<file path="src/rtl/supv_pkg.sv">
package supv_pkg;

  typedef struct packed {
    logic pfail;
    logic man_rst_n;
    logic supply_ok;
  } supv_causes_t;

  // values held by the synchronizer while in reset: supply bad, no manual
  // request, no power-fail warning
  localparam supv_causes_t SYNC_INIT = '{pfail: 1'b0, man_rst_n: 1'b1, supply_ok: 1'b0};

  function automatic int hold_cnt_width(input int ticks);
    return (ticks < 1) ? 1 : $clog2(ticks + 1);
  endfunction

endpackage

</file>
<file path="src/rtl/supv_sync.sv">
module supv_sync #(
  parameter int WIDTH = 1,
  parameter int STAGES = 2,
  parameter logic [WIDTH-1:0] INIT = '0
) (
  input  logic             clk,
  input  logic             rst,
  input  logic [WIDTH-1:0] d,
  output logic [WIDTH-1:0] q
);

  logic [WIDTH-1:0] stg [STAGES];

  always_ff @(posedge clk) begin
    if (rst) begin
      for (int i = 0; i < STAGES; i++) stg[i] <= INIT;
    end else begin
      stg[0] <= d;
      for (int i = 1; i < STAGES; i++) stg[i] <= stg[i-1];
    end
  end

  assign q = stg[STAGES-1];

endmodule

</file>
<file path="src/rtl/supv_hold_timer.sv">
module supv_hold_timer #(
  parameter int HOLD_TICKS = 200
) (
  input  logic clk,
  input  logic rst,
  input  logic tick_en,
  input  logic cause,
  output logic hold_active
);
  import supv_pkg::*;

  localparam int CW = hold_cnt_width(HOLD_TICKS);
  localparam logic [CW-1:0] LOAD = CW'(HOLD_TICKS);

  logic [CW-1:0] cnt;

  // any active cause or reset reloads the full period; ticks count it down
  always_ff @(posedge clk) begin
    if (rst || cause)
      cnt <= LOAD;
    else if (tick_en && cnt != '0)
      cnt <= cnt - 1'b1;
  end

  assign hold_active = cause || (cnt != '0);

  assert_bound_R2: assert property (@(posedge clk) disable iff (rst)
    cnt <= LOAD);

  assert_restart_R3: assert property (@(posedge clk) disable iff (rst)
    cause |=> (cnt == LOAD) && hold_active);

  assert_no_tick_R7: assert property (@(posedge clk) disable iff (rst)
    (!tick_en && !cause) |=> $stable(cnt));

endmodule

</file>
<file path="src/rtl/supv_out_stage.sv">
module supv_out_stage (
  input  logic clk,
  input  logic rst,
  input  logic hold_active,
  input  logic pfail,
  output logic rst_hi,
  output logic rst_lo_n,
  output logic warn_n
);

  always_ff @(posedge clk) begin
    if (rst) begin
      rst_hi   <= 1'b1;
      rst_lo_n <= 1'b0;
      warn_n   <= 1'b1;
    end else begin
      rst_hi   <= hold_active;
      rst_lo_n <= ~hold_active;
      warn_n   <= ~pfail;
    end
  end

  assert_complement_R5: assert property (@(posedge clk) disable iff (rst)
    rst_lo_n != rst_hi);

endmodule

</file>
<file path="src/rtl/supply_reset_gen.sv">
module supply_reset_gen #(
  parameter int HOLD_TICKS  = 200,
  parameter int SYNC_STAGES = 2
) (
  input  logic clk,
  input  logic rst,
  input  logic tick_en,
  input  logic supply_ok,
  input  logic man_rst_n,
  input  logic pfail_low,
  output logic sys_rst_n,
  output logic sys_rst,
  output logic pfail_warn_n
);
  import supv_pkg::*;

  localparam int CAUSE_W = $bits(supv_causes_t);

  supv_causes_t raw_c, syn_c;
  logic         cause;
  logic         hold_active;

  assign raw_c = '{pfail: pfail_low, man_rst_n: man_rst_n, supply_ok: supply_ok};

  supv_sync #(
    .WIDTH (CAUSE_W),
    .STAGES(SYNC_STAGES),
    .INIT  (SYNC_INIT)
  ) u_sync (
    .clk(clk),
    .rst(rst),
    .d  (raw_c),
    .q  (syn_c)
  );

  assign cause = !syn_c.supply_ok || !syn_c.man_rst_n;

  supv_hold_timer #(
    .HOLD_TICKS(HOLD_TICKS)
  ) u_timer (
    .clk        (clk),
    .rst        (rst),
    .tick_en    (tick_en),
    .cause      (cause),
    .hold_active(hold_active)
  );

  supv_out_stage u_out (
    .clk        (clk),
    .rst        (rst),
    .hold_active(hold_active),
    .pfail      (syn_c.pfail),
    .rst_hi     (sys_rst),
    .rst_lo_n   (sys_rst_n),
    .warn_n     (pfail_warn_n)
  );

  assert_supply_low_R1: assert property (@(posedge clk) disable iff (rst)
    !syn_c.supply_ok |=> sys_rst);

  assert_manual_R4: assert property (@(posedge clk) disable iff (rst)
    !syn_c.man_rst_n |=> sys_rst && !sys_rst_n);

  assert_release_R2: assert property (@(posedge clk) disable iff (rst)
    $fell(sys_rst) |-> $past(syn_c.supply_ok) && $past(syn_c.man_rst_n));

  assert_pfail_R6: assert property (@(posedge clk) disable iff (rst)
    syn_c.pfail |=> !pfail_warn_n);

  assert_reset_state_R8: assert property (@(posedge clk)
    rst |=> sys_rst && pfail_warn_n);

endmodule

</file>
<file path="config.mk">
export PLATFORM = sky130hd
export DESIGN_NAME = supply_reset_gen
export DESIGN_NICKNAME = d
export VERILOG_FILES = /design/src/rtl/supv_pkg.sv /design/src/rtl/supv_sync.sv /design/src/rtl/supv_hold_timer.sv /design/src/rtl/supv_out_stage.sv /design/src/rtl/supply_reset_gen.sv
export SDC_FILE = /design/constraint.sdc
export NUM_CORES = 1
export LEC_CHECK = 0
export CAP_MARGIN = 30
export CORE_MARGIN = 5
export CORE_UTILIZATION = 42
export DETAILED_ROUTE_END_ITERATION = 8
export MAX_ROUTING_LAYER = met4
export PLACE_DENSITY_LB_ADDON = 0.1
export SYNTH_ARGS = -nofsm -noshare
export SYNTH_HDL_FRONTEND = slang
export SYNTH_SLANG_ARGS = --single-unit
</file>
<file path="constraint.sdc">
create_clock -name clk -period 4.1 [get_ports clk]
set_input_delay 0.41 -clock clk [delete_from_list [all_inputs] [get_ports clk]]
set_output_delay 0.41 -clock clk [all_outputs]
set_load 0.01 [all_outputs]
</file>
After elaboration in Yosys (flattened, before gate mapping)
Memory sizes are Yosys's and may differ from the RTL's. Index checks and enable logic that the tools add are counted.

Bits in registers: 11. Bits in latches: 0. Bits in writable memories: 6. Memory bits (read-only): 0. Bits of input ports: 6. Output and inout port bits: 3. Memories kept: 1.

Add/subtract/negate cells: 1. Multipliers: 0. Div/mod/pow operators: 0. Order comparisons: 0. Equal/unequal tests: 0. Shift operators: 0. Mux-type cells: 5. Bitwise logic cells: 4. Reductions and logical operators: 7.

Memory list: u_sync.stg (words 2, bits a word 3, read ports 2, clocked after memory_dff 0, write ports 2, line supv_sync.sv:12) `logic [WIDTH-1:0] stg [STAGES];`.

Operators with widths (count): $reduce_bool 8->1 (1); $sub 8x1->8 const B (1); $mux 3 (2); $logic_or 1x1->1 (3); $mux 1 (3); $logic_not 1->1 (2); $not 1->1 (2); $or 1x1->1 (2); $logic_and 1x1->1 (1).

Depth between registers and ports, before layout
Depth after elaboration: 4. Depth in mapped cells: 5.

Cells and area by module
From an unflattened synthesis, not the netlist that was laid out.

Cell total of the unflattened synthesis: 74. Area total of the unflattened synthesis: 709.4 um2.

Modules (own cells, without submodules): supv_hold_timer (instances 1, cells each 52, area an instance 449.2 um2, seq. area each 160.2 um2); supv_sync (instances 1, cells each 15, area an instance 180.2 um2, seq. area each 120.1 um2); supv_out_stage (instances 1, cells each 6, area an instance 76.3 um2, seq. area each 60.1 um2); supply_reset_gen (instances 1, cells each 1, area an instance 3.8 um2, seq. area each 0.0 um2).

Worst setup path before layout
Ideal clock, no wire load.

Path kind: input-to-reg. From: input port tick_en. To: register u_timer.cnt[5]. Library setup time: 0.072 ns. Data arrival time: 1.481 ns. Path slack: 2.547 ns. Stages: 3. Cell sequence: or4b_4 -> or4_1 -> a21oi_1.

Cells in the longest elaborated chain, start to end: 1.

RTL lines: start, declared (line supply_reset_gen.sv:7) `input logic tick_en,`; $logic_and 1x1->1 (line supv_hold_timer.sv:21) `else if (tick_en && cnt != '0)`; end signal, assigned (line supv_hold_timer.sv:22) `cnt <= cnt - 1'b1;`; end, declared (line supv_hold_timer.sv:15) `logic [CW-1:0] cnt;`.

Every way passes these cells. A chain may end at the register's enable or synchronous reset.

Worst setup path after layout
Same ends and word-level chain as after synthesis.

==> out/results.txt <==
status: completed
residual DRC count: 0
post-CTS setup buffer count: 0
worst reg2reg setup slack: 2.31 ns
mapped cell area: 669.4 sq um
logic gate share of total power: 0.061
Total Wirelength: 1059 microns
Longest Clk Path Bufs: 2
grt ovf: 0
main combinational cell family by area after synthesis: simple AND/OR/NAND/NOR gates
Critical Path Start: tick_en
PwrDens: 346.7 nW/um^2
PostCTS Resize Cnt: 0
DRT antenna net count: 0
Syn Inst Count: 67
cts bufs inserted: 3
Worst Path Class, Setup: input port to register
DP Area: 769.5 sq um
Cell variety after synth: 23
Startpoint Class: input port
# IOs: 9
worst path arrival time: 2.05 ns
Sink Count: 17
reg2reg start: u_timer.cnt[0]
starting DRC count in detailed routing: 4
gpl congestion: 0.8001
initial core utilization: 0.4444
CP Data Required Time: 4.33 ns
RSZ-0062 raised after global routing: no
Via density: 5.316
via count: 505
Finished Core Util: 0.5291
fin nets: 88
Fmax: 550.8 MHz
DIE AREA: 2492 sq um
post-route setup slack: 2.284 ns
Skew-Pair Late Insertion Delay: 0.29 ns
CTS H-Tree Depth: 1
reg2reg end: u_timer.cnt[4]
relative slew slack: 0.5879
Final TNS setup: 0 ns
CTS tree: done
DP Worst Slack: 1.976 ns
endpoints failing hold: 0
# setup viols final: 0
fillers: 148
path depth of the worst reg2reg path: 5
Row Count: 14
min cycle time layout: 1.816 ns
Area growth, synth to finish: 19.07%
Seq cells post-synth: 17
Sequential Area: 340.3 sq um
Core ar.: 1506 sq um
DR WL/cell: 11.15 microns
drt first pass iters: 4
die extent in x: 49.92 microns
Final period util: 0.4428
share of layout cells above drive strength 1: 0.1519
maxcap violations: 0
Synth warnings: 0
final worst clock skew: 0.002199 ns
Seq/Total Area, Yosys: 0.5084
Post-Layout Cell Count: 95
Final Max Slew Viols: 0
CP Capture Type: register
VDD IR-drop max: 184.0 uV
post-synthesis mux area share: 0.04486
final instance area: 797.0 sq um
clock transition at the registers of the reported paths: 0.10 ns
simple-gate share of the synthesized area: 0.2822
initial antenna violation count: 0
Net Switching: 0.06102 mW
Synth Area in Adders: 0.03738
Synth Area in XOR/XNOR: 0
CTS root buf: clkbuf_4
hold crit path type: register to register
Ant. Diodes: 0
Avg Synthesized Cell Area: 9.991 sq um
sequential share of power: 0.616
worst-path maximum fanout: 5
first-pass GRT wire length: 1869 microns
internal power: 0.2153 mW
GRT Total Usage: 0.1043
post-detail-place hpwl: 823.4 microns
hold buffers post-CTS: 0
Clock power frac: 0.323
hold_ws: 0.3853 ns
largest net degree at the start of global routing: 11
Pleak: 0.2762 nW
total power: 0.2763 mW
post-synthesis net count: 75
Port Buf Inserts: 8
Worst Tran Pin Value: 0.6168 ns
Sw Ratio: 0.2208
placed insts: 91
area of the multi-input gates: 317.8 sq um
crit path to: u_timer.cnt[5]
die height: 49.92 microns
Compound-Gate Fraction of Synth Area: 0.1103
vias in the first global route: 447
## power by group through the flow
stage / sequential (mW) / clock, mW / combinational, mW
after floorplan: 0.174 / 0 / 0.00943
after global placement: 0.174 / 0 / 0.0169
after detailed placement: 0.174 / 0 / 0.0172
after CTS: 0.170 / 0.0940 / 0.0172
after global routing: 0.171 / 0.104 / 0.0192
final: 0.170 / 0.0893 / 0.0169
## worst max-delay path, stage by stage
cell             delay [ns]
clkdlybuf4s50_1        0.50
or4b_4                 0.50
or4_1                  0.51
a21oi_1                0.12
## cell usage in the layout, fill, tap and decap left out, types with 3 or more instances in the layout
cell type,netlist,routed
a21oi_1,3,3
clkbuf_4,0,3
nor4_1,3,3
or2_2,3,3
nor2b_1,4,4
o21ai_0,3,3
nand2_1,6,6
dfxtp_1,17,17
inv_1,3,3
nor2_1,3,3
mux2i_1,3,3
clkdlybuf4s50_1,0,8
## sequential cells by signal, summed over array words and instances (netlist names)
signal / flops
u_out.rst_hi: 1
u_out.rst_lo_n: 1
u_timer.cnt: 8
u_out.warn_n: 1
u_sync.stg: 6
## per-layer routing
layer  vias to the layer above  GRT usage  share of wire
li1                        264          -              -
met1                       228     0.1184           0.48
met2                        10     0.1419           0.43
met3                         3    0.03614          0.056
met4                         0    0.09170          0.034
met5                         -          -              0
## synth_stat cells (all sizes together)
| cell type | count | area (sq um) |
|---|---|---|
| and3b | 1 | 8.760 |
| or2 | 3 | 18.77 |
| or4 | 2 | 16.27 |
| or3b | 1 | 8.760 |
| a2111oi | 1 | 8.760 |
| nor2 | 3 | 11.26 |
| nor3b | 1 | 7.510 |
| or4b | 1 | 13.76 |
| dfxtp | 17 | 340.3 |
| nand2b | 2 | 12.51 |
| inv | 3 | 11.26 |
| a211o | 2 | 20.02 |
| nor4 | 3 | 18.77 |
| o21ai | 3 | 15.01 |
| nor2b | 4 | 25.02 |
| nand3b | 2 | 15.01 |
| a211oi | 2 | 15.01 |
| nor3 | 2 | 10.01 |
| nand2 | 6 | 22.52 |
| mux2i | 3 | 30.03 |
| a21oi | 3 | 15.01 |
| ha | 2 | 25.02 |
## cells by family (layout without fill, tap and decap cells)
kind of cell / count (synthesis) / count (layout)
multiplexers: 3 / 3
adder cells (fa/ha/maj): 2 / 2
buffers and inverters: 3 / 15
AND/OR/NAND/NOR: 31 / 31
AO/OA/AOI/OAI: 11 / 11
flip-flops: 17 / 17
## layout make-up
cell class,instances,area share
sequential,17,0.4270
multi-input combinational,47,0.3987
timing repair buffer,8,0.1005
clock buffer,3,0.02826
tap,16,0.02512
inverter,3,0.01413
clock inverter,1,0.006279
## worst min-delay path by stage
stage,start,endpoint,slack (ns),cells after the start
final,u_sync.stg[0][5],u_out.warn_n,0.39,1
after global routing,u_sync.stg[0][5],u_out.warn_n,0.40,1
after CTS,u_sync.stg[0][5],u_out.warn_n,0.39,1
after detailed placement,u_sync.stg[0][5],u_out.warn_n,0.37,1
after global placement,u_sync.stg[0][5],u_out.warn_n,0.36,1
after floorplan,u_sync.stg[0][5],u_out.warn_n,0.36,1
No activity file was read; power rests on OpenSTA's default activity.
